<file path="src/rtl/hls_pkg.sv">
package hls_pkg;

    localparam int ADDR_W = 16;
    localparam int ID_W   = 4;
    localparam int LEN_W  = 9;

    localparam logic [2:0] FN_WR1  = 3'b000;
    localparam logic [2:0] FN_WRB  = 3'b001;
    localparam logic [2:0] FN_RD1  = 3'b010;
    localparam logic [2:0] FN_RDB  = 3'b011;
    localparam logic [2:0] FN_BCW  = 3'b100;
    localparam logic [2:0] FN_PASS = 3'b101;

    localparam logic [ID_W-1:0] ID_ALL = '1;

    typedef enum logic [2:0] {
        ST_CODE, ST_ID, ST_LEN, ST_AHI, ST_ALO, ST_DATA, ST_SKIP
    } pst_e;

    typedef struct packed {
        logic       vld;
        logic [7:0] val;
    } byte_ev_t;

    function automatic logic fn_writes(input logic [2:0] f);
        return (f == FN_WR1) || (f == FN_WRB) || (f == FN_BCW);
    endfunction

    function automatic logic fn_has_len(input logic [2:0] f);
        return (f == FN_WRB) || (f == FN_RDB) || (f == FN_BCW);
    endfunction

    function automatic logic id_hit(input logic [ID_W-1:0] got,
                                    input logic [ID_W-1:0] mine,
                                    input logic            exact);
        return (got == mine) || (!exact && got == ID_ALL);
    endfunction

endpackage

</file>
<file path="src/rtl/hls_frontend.sv">
module hls_frontend
    import hls_pkg::*;
#(
    parameter int LANE_W = 4
) (
    input  logic              clk,
    input  logic              rst,
    input  logic              sclk,
    input  logic              sel_n,
    input  logic [LANE_W-1:0] lane,
    output byte_ev_t          ev,
    output logic              active
);
    localparam int BEATS = 8 / LANE_W;
    localparam int CNT_W = (BEATS > 1) ? $clog2(BEATS) : 1;
    localparam logic [CNT_W-1:0] LAST = CNT_W'(BEATS - 1);

    logic [2:0]        s_clk;
    logic [1:0]        s_sel;
    logic [LANE_W-1:0] s_dat0, s_dat1;
    logic [CNT_W-1:0]  cnt;
    logic [7:0]        sh, nxt;
    logic              rise, sel_live;

    assign rise     = s_clk[1] & ~s_clk[2];
    assign sel_live = ~s_sel[1];

    generate
        if (LANE_W == 8) begin : g_full
            assign nxt = s_dat1;
        end else begin : g_part
            assign nxt = {sh[7-LANE_W:0], s_dat1};
        end
    endgenerate

    always_ff @(posedge clk) begin
        if (rst) begin
            s_clk  <= '0;
            s_sel  <= '1;
            s_dat0 <= '0;
            s_dat1 <= '0;
            cnt    <= '0;
            sh     <= '0;
            ev     <= '0;
            active <= 1'b0;
        end else begin
            s_clk  <= {s_clk[1:0], sclk};
            s_sel  <= {s_sel[0], sel_n};
            s_dat0 <= lane;
            s_dat1 <= s_dat0;
            active <= sel_live;
            ev.vld <= 1'b0;
            if (!sel_live) begin
                cnt <= '0;
                sh  <= '0;
            end else if (rise) begin
                if (cnt == LAST) begin
                    ev.vld <= 1'b1;
                    ev.val <= nxt;
                    cnt    <= '0;
                end else begin
                    sh  <= nxt;
                    cnt <= cnt + 1'b1;
                end
            end
        end
    end

    p_no_byte_unselected_r10: assert property (@(posedge clk) disable iff (rst)
        !sel_live |=> !ev.vld);

    p_byte_spacing_r11: assert property (@(posedge clk) disable iff (rst)
        ev.vld |=> !ev.vld);

endmodule

</file>
<file path="src/rtl/hls_parser.sv">
module hls_parser
    import hls_pkg::*;
(
    input  logic              clk,
    input  logic              rst,
    input  byte_ev_t          ev,
    input  logic              active,
    input  logic [ID_W-1:0]   my_id,
    output logic              wr_stb,
    output logic [7:0]        wr_data,
    output logic [ADDR_W-1:0] reg_addr,
    output logic              rd_stb,
    output logic [LEN_W-1:0]  rd_cnt,
    output logic              pass_stb
);
    pst_e              st;
    logic [2:0]        fn;
    logic [LEN_W-1:0]  remain;
    logic [ADDR_W-1:0] addr;
    logic [7:0]        b;

    assign b = ev.val;

    always_ff @(posedge clk) begin
        if (rst) begin
            st       <= ST_CODE;
            fn       <= '0;
            remain   <= '0;
            addr     <= '0;
            wr_stb   <= 1'b0;
            wr_data  <= '0;
            reg_addr <= '0;
            rd_stb   <= 1'b0;
            rd_cnt   <= '0;
            pass_stb <= 1'b0;
        end else begin
            wr_stb   <= 1'b0;
            rd_stb   <= 1'b0;
            pass_stb <= 1'b0;
            if (!active) begin
                st <= ST_CODE;
            end else if (ev.vld) begin
                case (st)
                    ST_CODE: begin
                        fn     <= b[7:5];
                        remain <= LEN_W'(1);
                        addr   <= '0;
                        if (b[7:6] == 2'b11)       st <= ST_SKIP;
                        else if (b[7:5] == FN_BCW) st <= ST_LEN;
                        else                       st <= ST_ID;
                    end
                    ST_ID: begin
                        if (!id_hit(b[ID_W-1:0], my_id, fn == FN_PASS)) begin
                            st <= ST_SKIP;
                        end else if (fn == FN_PASS) begin
                            pass_stb <= 1'b1;
                            st       <= ST_SKIP;
                        end else if (fn_has_len(fn)) begin
                            st <= ST_LEN;
                        end else begin
                            st <= ST_ALO;
                        end
                    end
                    ST_LEN: begin
                        remain <= {1'b0, b} + LEN_W'(1);
                        st     <= (fn == FN_BCW) ? ST_AHI : ST_ALO;
                    end
                    ST_AHI: begin
                        addr[15:8] <= b;
                        st         <= ST_ALO;
                    end
                    ST_ALO: begin
                        addr[7:0] <= b;
                        if (fn_writes(fn)) begin
                            st <= ST_DATA;
                        end else begin
                            rd_stb   <= 1'b1;
                            reg_addr <= {addr[15:8], b};
                            rd_cnt   <= remain;
                            st       <= ST_SKIP;
                        end
                    end
                    ST_DATA: begin
                        wr_stb   <= 1'b1;
                        wr_data  <= b;
                        reg_addr <= addr;
                        addr     <= addr + 1'b1;
                        remain   <= remain - 1'b1;
                        if (remain == LEN_W'(1)) st <= ST_SKIP;
                    end
                    ST_SKIP: ;
                    default: st <= ST_CODE;
                endcase
            end
        end
    end

    // Helper for the address-increment check: last written address in this frame.
    logic [ADDR_W-1:0] chk_prev;
    logic              chk_ok;
    always_ff @(posedge clk) begin
        if (rst || !active || st == ST_CODE) begin
            chk_ok   <= 1'b0;
            chk_prev <= '0;
        end else if (wr_stb) begin
            chk_ok   <= 1'b1;
            chk_prev <= reg_addr;
        end
    end

    p_burst_inc_r4: assert property (@(posedge clk) disable iff (rst)
        (wr_stb && chk_ok) |-> reg_addr == chk_prev + 16'd1);

    p_one_strobe_r11: assert property (@(posedge clk) disable iff (rst)
        $onehot0({wr_stb, rd_stb, pass_stb}));

    p_skip_silent_r6: assert property (@(posedge clk) disable iff (rst)
        (st == ST_SKIP && $past(st) == ST_SKIP) |-> !(wr_stb || rd_stb || pass_stb));

    p_abort_idle_r10: assert property (@(posedge clk) disable iff (rst)
        !active |=> (st == ST_CODE && !wr_stb));

endmodule

</file>
<file path="src/rtl/hls_rx.sv">
module hls_rx
    import hls_pkg::*;
#(
    parameter int LANE_W = 4
) (
    input  logic              clk,
    input  logic              rst,
    input  logic              spi_sclk,
    input  logic              spi_sel_n,
    input  logic [LANE_W-1:0] spi_lane,
    input  logic [ID_W-1:0]   my_id,
    output logic              wr_stb,
    output logic [7:0]        wr_data,
    output logic [ADDR_W-1:0] reg_addr,
    output logic              rd_stb,
    output logic [LEN_W-1:0]  rd_cnt,
    output logic              pass_stb
);
    byte_ev_t ev;
    logic     active;

    hls_frontend #(.LANE_W(LANE_W)) u_front (
        .clk    (clk),
        .rst    (rst),
        .sclk   (spi_sclk),
        .sel_n  (spi_sel_n),
        .lane   (spi_lane),
        .ev     (ev),
        .active (active)
    );

    hls_parser u_parse (
        .clk      (clk),
        .rst      (rst),
        .ev       (ev),
        .active   (active),
        .my_id    (my_id),
        .wr_stb   (wr_stb),
        .wr_data  (wr_data),
        .reg_addr (reg_addr),
        .rd_stb   (rd_stb),
        .rd_cnt   (rd_cnt),
        .pass_stb (pass_stb)
    );

    initial begin
        a_lane_width_r2: assert (LANE_W == 1 || LANE_W == 2 || LANE_W == 4 || LANE_W == 8);
    end

endmodule

</file>
<file path="config.mk">
export PLATFORM = sky130hd
export DESIGN_NAME = hls_rx
export DESIGN_NICKNAME = d
export VERILOG_FILES = /design/src/rtl/hls_pkg.sv /design/src/rtl/hls_frontend.sv /design/src/rtl/hls_parser.sv /design/src/rtl/hls_rx.sv
export SDC_FILE = /design/constraint.sdc
export NUM_CORES = 1
export LEC_CHECK = 0
export ABC_AREA = 1
export BUFFER_PORTS_ARGS = -buffer_cell sky130_fd_sc_hd__buf_2
export CAP_MARGIN = 10
export CORE_MARGIN = 1
export CORE_UTILIZATION = 40
export CTS_BUF_LIST = sky130_fd_sc_hd__clkbuf_16
export DETAILED_ROUTE_END_ITERATION = 10
export PLACE_DENSITY = 0.58
export SYNTH_ARGS = -nofsm -noshare
export SYNTH_HDL_FRONTEND = slang
export SYNTH_HIERARCHICAL = 1
export SYNTH_SLANG_ARGS = --single-unit
</file>
<file path="constraint.sdc">
create_clock -name clk -period 2.05 [get_ports clk]
set_input_delay 0.1025 -clock clk [delete_from_list [all_inputs] [get_ports clk]]
set_output_delay 0.1025 -clock clk [all_outputs]
set_load 0.02 [all_outputs]
</file>
======== After elaboration in Yosys (flattened, before gate mapping) ========
Cells that the tools add are included.
Widths: inputs -> output; s select.
storage, ports and cells
  flip-flop bits (word level) ............. 95
  input bits .............................. 12
  word-level logic and storage cells ...... 101
cells by class
  add/sub/neg operators ................... 4
  equality and inequality tests ........... 17
  multiplexer cells ....................... 19
  bitwise logic cells ..................... 12
  reduce and logical (&&, ||, !) cells .... 29
operators with widths
  kind                   number
  $pmux 8 s3             2
  $pmux 16 s2            1
  $pmux 9 s3             1
  $pmux 3 s7             1
  $reduce_and 3->1       7
  $eq 3x3->1 const B     6
  $mux 3                 6
  $add 16x1->16 const B  1
  $mux 16                1
  $not 1->1              11
  $add 8x1->9 const B    1
  $eq 3x2->1 const B     3
  $eq 9x1->1 const B     1
  $mux 9                 1
  $reduce_bool 3->1      3
  $sub 9x1->9 const B    1
  $reduce_and 4->1       2
  $eq 3x1->1 const B     2
  $logic_not 3->1        2
  $reduce_or 3->1        2
  $logic_or 1x1->1       5
  $reduce_or 5->1        1
  $eq 4x4->1             1
  $eq 4x4->1 const B     1
  other kinds (13)       18

======== Longest topological paths before layout ========
Gate-level depths: netlist (run 1).
  word-level depth ........................ 7
  mapped depth ............................ 12
  gate-level depth less buffers ........... 11

======== Cells and area by module ========
The synthesis (run 1) kept the hierarchy.
by module, submodules not included
  module        instances  cells an instance  area each (um2)  sequential area each (um2)
  hls_parser    1          519                3563.4           1341.3
  hls_frontend  1          121                983.4            560.5

======== Worst setup path after synthesis (run 1) ========
OpenSTA, ideal clock, no wires.
  path type ............................... reg-to-reg
  start point ............................. register u_parse.addr[0]
  end point ............................... register u_parse.addr[8]
  library setup time ...................... 0.122 ns
  arrival ................................. 1.263 ns
  slack ................................... 0.664 ns
  cell stages (with the launch flop) ...... 9
  cell sequence ........................... dfxtp_1 -> ha_1 -> nand2_1 -> nor2_1 -> nand3_1 -> nor2_1 -> nand2_1 -> o211ai_1 -> a21oi_1
on the way
  cells in the longest elaborated chain, start to end .. 2
ends and longest elaborated chain
  element                 line              RTL
  from (decl)             hls_parser.sv:19  logic [ADDR_W-1:0] addr;
  from (signal assigned)  hls_parser.sv:87  addr <= addr + 1'b1;
  $add 16x1->16           hls_parser.sv:87
  $pmux 8 s3              hls_parser.sv:43  case (st)
Every way passes these cells.
A chain may end at the register's enable or synchronous reset.

======== Worst setup path after layout (run 1) ========
  start point ............................. register u_parse.st[2]
  end point ............................... register u_parse.st[2]
on the way
  cells in the longest elaborated chain, start to end .. 3
  elaborated cells between the ends (all ways) .. 11
  those cells by class .................... 7 x eq/ne; 1 x mux; 1 x bitwise; 2 x reduce/logical
ends and longest elaborated chain
  element                                            line              RTL
  from (decl)                                        hls_parser.sv:16  pst_e st;
  from (signal assigned)                             hls_parser.sv:66  st <= (fn == FN_BCW) ? ST_AHI : ST_ALO;
  $eq 3x3->1                                         hls_parser.sv:43
  $ne 2x1->1 (no line) or $not 1->1 (tied branches)  --
  $reduce_and 3->1 (no line)                         --
Parallel ways exist; a longest one is shown, timed or not.

==> impl_metrics.tcl, run 1 <==
set metrics [dict create \
    hold_depth 2 \
    drt-met1-wl_mm 5.29 \
    synth-main-ff-cell "dfxtp_1" \
    numClockSinks 95 \
    hp-class "in2reg" \
    die-height_um 109 \
    clock_latency_ns 0.36 \
    reg2reg_depth 7 \
    ys_ff_latch 95 \
    cap_violations 0 \
    port_buffers 47 \
    dieArea_sq_um 11800 \
    dp_hpwl_mm 8.36 \
    crit_start "u_parse/st[2]" \
    grt_pass1_wl_mm 19.2 \
    fin_crit_ns 1.87 \
    cts_root_buf "clkbuf_16" \
    coreArea_sq_um 10900 \
    min_from "rst" \
    synth_edf_count 0 \
    diodes 0 \
    clk_pin_slew_worst_paths_ns 0.07 \
    finish.instance_area_sq_um 5260 \
    grt_overflow 0 \
    rows 38 \
    highest_layer "met4" \
    routed_wl_mm 11.7 \
    syn_nets 656 \
    synth_top_area_cell "dfxtp_1" \
    drive_gt1_share_pct 15.7 \
    finalCritPeriodShare_pct 91.4 \
    antenna_found_initial 0 \
    drc 0 \
    drt_iter0_markers 320 \
    die_w_um 109 \
    vias_per_cell 5.15 \
    io_pins 48 \
    wl_met2_mm 5.27 \
    via_count 4308 \
    syn_area_sq_um 4550 \
    wl_met3_um 768 \
    holdPathEnd "u_front/s_dat0[1]" \
    tightest_slew_ns 0.523 \
    ctsResizeCount 0 \
    max_freq_ghz 0.534 \
    synth_cells 640 \
    gp_congestion 0.856 \
    layout_setup_ws_ns 0.177 \
    worstSetupStartpointType "flip-flop" \
    p_per_area_nw_per_um2 689 \
    area_growth_pct 15.7 \
    preCtsSetupSlack_ns 0.201 \
    track_usage_pct 21.1 \
    drv_slew 0 \
    ys_seq_area_share_pct 41.8 \
    setup_tns_ns 0 \
    r2r-end "u_parse/st[2]" \
    required_ns 2.30 \
    skew_ns 0.00863 \
    finalSetupViolations 0 \
    cts_max_level 3 \
    final_nets 707 \
    relSlewSlack_pct 65.1 \
    numCtsBuffers 9 \
    ys_types 42 \
    cts_tree "yes" \
    critPathCaptureType "flip-flop" \
    start_util_pct 41.6 \
    nFillCells 1108 \
    yosysWarnings 6 \
    placed_cell_area_sq_um 4900 \
    grt_pass1_vias 3959 \
    reg2reg_from "u_parse/st[2]" \
    rsz0062_at_grt "no" \
    wire_per_inst_um 13.9 \
    grt_start_max_net_pins 30 \
    crit_arrival_ns 2.12 \
    p_leak_uw 0.00221 \
    critPathKind "reg2reg" \
    async_flop_share_pct 0 \
    first_pass_iters 5 \
    status "complete, no violations" \
    crit_fanout 21 \
    hold_viol_final 0 \
    cts_buffer_depth 2 \
    synth_top_area_share_pct 41.8 \
    r2r_setup_slack_ns 0.18 \
    ir_worst_vdd_v 0.000429 \
    postSynthAreaPerCell_sq_um 7.10 \
    ant_nets 0 \
    netlist_top_cells_area "dfxtp_1 42%, nand2_1 8.9%, a21oi_1 7.0%" \
]
critical path, cell delays in order (launching register included):
cell and delay [ns]:
dfxtp_1 0.52, nand3_4 0.29, inv_2 0.38, o21ai_1 0.18
nand3b_1 0.20, inv_2 0.06, nand2_1 0.07, a21oi_1 0.06
synthesized netlist by cell type (3+ instances only):
cell type  count
a21oi_1       64
a21oi_2        3
a31oi_1       13
buf_2          5
buf_4          3
buf_6          4
clkbuf_1      10
dfxtp_1       95
ha_1           4
inv_1         78
inv_2          8
nand2_1      108
nand2_4        4
nand3_1       26
nand4_1       13
nor2_1        75
nor2_4         4
nor3_1         9
o21ai_0       63
o21ai_1       21
or2_2          3
cells in the final DEF (no fill, tap or decap), drive strengths merged, types with 2 or more instances in the layout:
master,instances
o211ai,2
o21ai,86
or2,3
xor2,2
nand2,114
nand4,13
clkbuf,9
clkinvlp,3
inv,90
nor2,81
nor3,10
a31oi,14
ha,4
nand3,29
dlygate4sd3,6
dfxtp,95
buf,58
a21oi,67
o31ai,2
sequential cells by signal, indices dropped and copies added, names as in the netlist, 4 cells and up:
name / cells
u_front/ev: 9
u_front/s_dat1: 4
u_parse/remain: 9
u_parse/rd_cnt: 9
u_front/sh: 4
u_parse/addr: 16
u_parse/reg_addr: 16
u_front/s_dat0: 4
u_parse/wr_data: 8
layer usage:
layer	track usage, %	vias to the layer above
met5	0	-
met3	4.66	26
li1	-	2197
met4	8.88	0
met1	27.4	1948
met2	33.9	137
cells by family (layout without fill, tap and decap cells):
kind of cell / Yosys count / in the layout / share of synthesized area (%)
AOI/OAI and AO/OA: 175 / 175 / 20.9
xor gates and xnor gates: 2 / 2 / 0.385
buffers and inverters: 112 / 168 / 10.5
DFF: 95 / 95 / 41.8
adders and majority gates: 4 / 4 / 1.10
and+or+nand+nor: 252 / 252 / 25.3
worst max path at each step:
stage	to	slack, ns	cells after the start
final	u_parse/st[2]	0.18	7
after global routing	u_parse/st[2]	0.01	7
after CTS	u_parse/st[2]	0.19	7
after detailed placement	u_parse/st[2]	0.20	7
after global placement	u_parse/st[2]	0.25	7
after floorplan	u_parse/addr[8]	0.66	8
stage by stage:
step	power, uW	utilization [%]	hold slack (ns)	instances
global placement	1990	44.8	0.288	814
CTS	3660	48.1	0.166	836
finish	3630	48.1	0.156	836
detailed placement	1990	44.8	0.290	814
floorplan	1960	-	0.174	640
global route	3760	48.1	0.177	836
layout make-up:
cell class	count	area, sq um	share of cell area [%]
clock buffers	9	225	4.28
flip-flops and latches	95	1900	36.1
well taps	140	175	3.33
repair buffers	64	378	7.18
multi-input cells	433	2170	41.2
clock inverters	7	73.8	1.40
inverters	88	338	6.42
power breakdown:
| group | switching (uW) | total [uW] | internal, uW |
|---|---|---|---|
| Clock | 728 | 1670 | 946 |
| Combinational | 54.3 | 88.3 | 34.0 |
| Sequential | 6.11 | 1860 | 1860 |
timing repair:
item | CTS | global route
endpoints found under the setup margin | 0 | 0
endpoints found under the hold margin | 6 | 0
hold buffers | 6 | 0
setup buffers | 0 | 0
Note: power is estimated with default switching activity, not from simulation.
==> run 2, diff against run 1 <==
CELL_PAD_IN_SITES_DETAIL_PLACEMENT = 2   (was unset)
CELL_PAD_IN_SITES_GLOBAL_PLACEMENT = 2   (was unset)
CORE_UTILIZATION = 36   (was 40)
PLACE_DENSITY = 0.85   (was 0.58)
==> impl_metrics.tcl, run 2 (same netlist as run 1, synthesis figures left out) <==
set metrics [dict create \
    status "complete, no violations" \
    pwr-share-clk_pct 48.3 \
    grt_pass1_wl_mm 26.1 \
    final_common_cell "nand2_1" \
    relSlewSlack_pct 60.9 \
    ant_nets 0 \
    required_ns 2.32 \
    dp_hpwl_mm 11.3 \
    final_nets 709 \
    switching_share_pct 21.9 \
    cts_root_buf "clkbuf_16" \
    cts_tree "yes" \
    cts_buffer_depth 2 \
    via_count 4549 \
    crit_arrival_ns 2.16 \
    area_growth_pct 17.6 \
    ctsResizeCount 0 \
    critPathKind "reg2reg" \
    p_leak_uw 0.00224 \
    hold_viol_final 0 \
    max_freq_ghz 0.529 \
    coreArea_sq_um 12200 \
    grt_overflow 0 \
    finalCritPeriodShare_pct 92.2 \
    p_per_area_nw_per_um2 710 \
    grt_pass1_vias 5069 \
    p_comb_share_pct 2.6 \
    crit_fanout 29 \
    setup_tns_ns 0 \
    worstSetupStartpointType "flip-flop" \
    r2r_setup_slack_ns 0.16 \
    numCtsBuffers 9 \
    antenna_found_initial 0 \
    first_pass_iters 4 \
    drv_slew 0 \
    hp-class "in2reg" \
    io_pins 48 \
    p_int_uw 2970 \
    largest_registers "u_parse/addr (16), u_parse/reg_addr (16)" \
    track_usage_pct 26.1 \
    die_w_um 114 \
    critPathCaptureType "flip-flop" \
    layout_setup_ws_ns 0.159 \
    start_util_pct 37.4 \
    numClockSinks 95 \
    drive_gt1_share_pct 16.0 \
    tightest_slew_ns 0.585 \
    drc 0 \
    vias_per_cell 5.25 \
    ir_worst_vdd_v 0.000473 \
    final_cell_mix "108 x nand2_1, 95 x dfxtp_1, 78 x inv_1, 75 x nor2_1, 64 x a21oi_1" \
    dieArea_sq_um 13100 \
    cap_violations 0 \
    fin_crit_ns 1.89 \
    drt_iter0_markers 234 \
    cts_max_level 3 \
    power_frac_seq_pct 49.1 \
    rows 40 \
    clk_pin_slew_worst_paths_ns 0.07 \
    wire_per_inst_um 18.4 \
    port_buffers 47 \
    diodes 0 \
    gp_congestion 0.842 \
    rsz0062_at_grt "no" \
    skew_ns 0.00624 \
    preCtsSetupSlack_ns 0.189 \
    finalSetupViolations 0 \
    routed_wl_mm 15.9 \
    switching_power_uw 833 \
    die-height_um 114 \
    grt_start_max_net_pins 33 \
    clock_latency_ns 0.35 \
]
[run 2: layout make-up]
class	count	area (sq um)
inverters	88	338
repair buffers	66	405
well taps	168	210
multi-input cells	433	2170
flip-flops and latches	95	1900
clock inverters	7	97.6
fillers	1466	6810
clock buffers	9	225
[run 2: power groups by stage]
stage          logic [uW]  registers, uW  clock network, uW
5_1_grt               111           1860               1950
6_report              100           1860               1830
3_3_place_gp         84.9           1910                  0
4_1_cts               101           1860               1870
3_5_place_dp         91.5           1910                  0
2_1_floorplan        51.2           1900                  0
[run 2: timing repair]
item                                   CTS  global route
endpoints found under the hold margin    6             0
setup endpoints to repair                0             0
buffers inserted                         0             0
hold buffers                             6             0
[run 2: path summary, 6_finish.rpt]
path / start / endpoint / cells past startpoint
hold / removal: rst / u_front/s_dat0[3] / 3
hold reg to reg: u_front/s_dat0[2] / u_front/s_dat1[2] / 2
setup / recovery: u_parse/st[2] / u_parse/reg_addr[6] / 6
setup reg to reg: u_parse/st[2] / u_parse/reg_addr[6] / 6
[run 2: layer usage]
| layer | track usage [%] | up-vias | routed length [um] | part of all wire (%) |
|---|---|---|---|---|
| met1 | 28.6 | 2246 | 6510 | 41 |
| met3 | 5.61 | 21 | 615 | 3.9 |
| met5 | 0 | - | 0 | 0 |
| met4 | 7.62 | 0 | 267 | 1.7 |
| met2 | 49.9 | 83 | 8540 | 54 |
| li1 | - | 2199 | - | - |
[run 2: critical path, stage by stage, from the launching register on]
cell,delay [ns]
dfxtp_1,0.58
nand3_4,0.28
nand2_4,0.17
nand2_4,0.06
inv_2,0.37
o21ai_0,0.17
a31oi_1,0.17
[run 2: metrics by stage]
| step | utilization [%] | hold slack (ns) | power [uW] | cells | area (sq um) |
|---|---|---|---|---|---|
| finish | 44.0 | 0.203 | 3800 | 866 | 5350 |
| global route | 44.0 | 0.210 | 3930 | 866 | 5350 |
| CTS | 44.0 | 0.195 | 3840 | 866 | 5350 |
| detailed placement | 40.8 | 0.304 | 2000 | 844 | 4960 |
| global placement | 40.8 | 0.290 | 1990 | 844 | 4960 |
| floorplan | - | 0.174 | 1960 | 640 | 4550 |
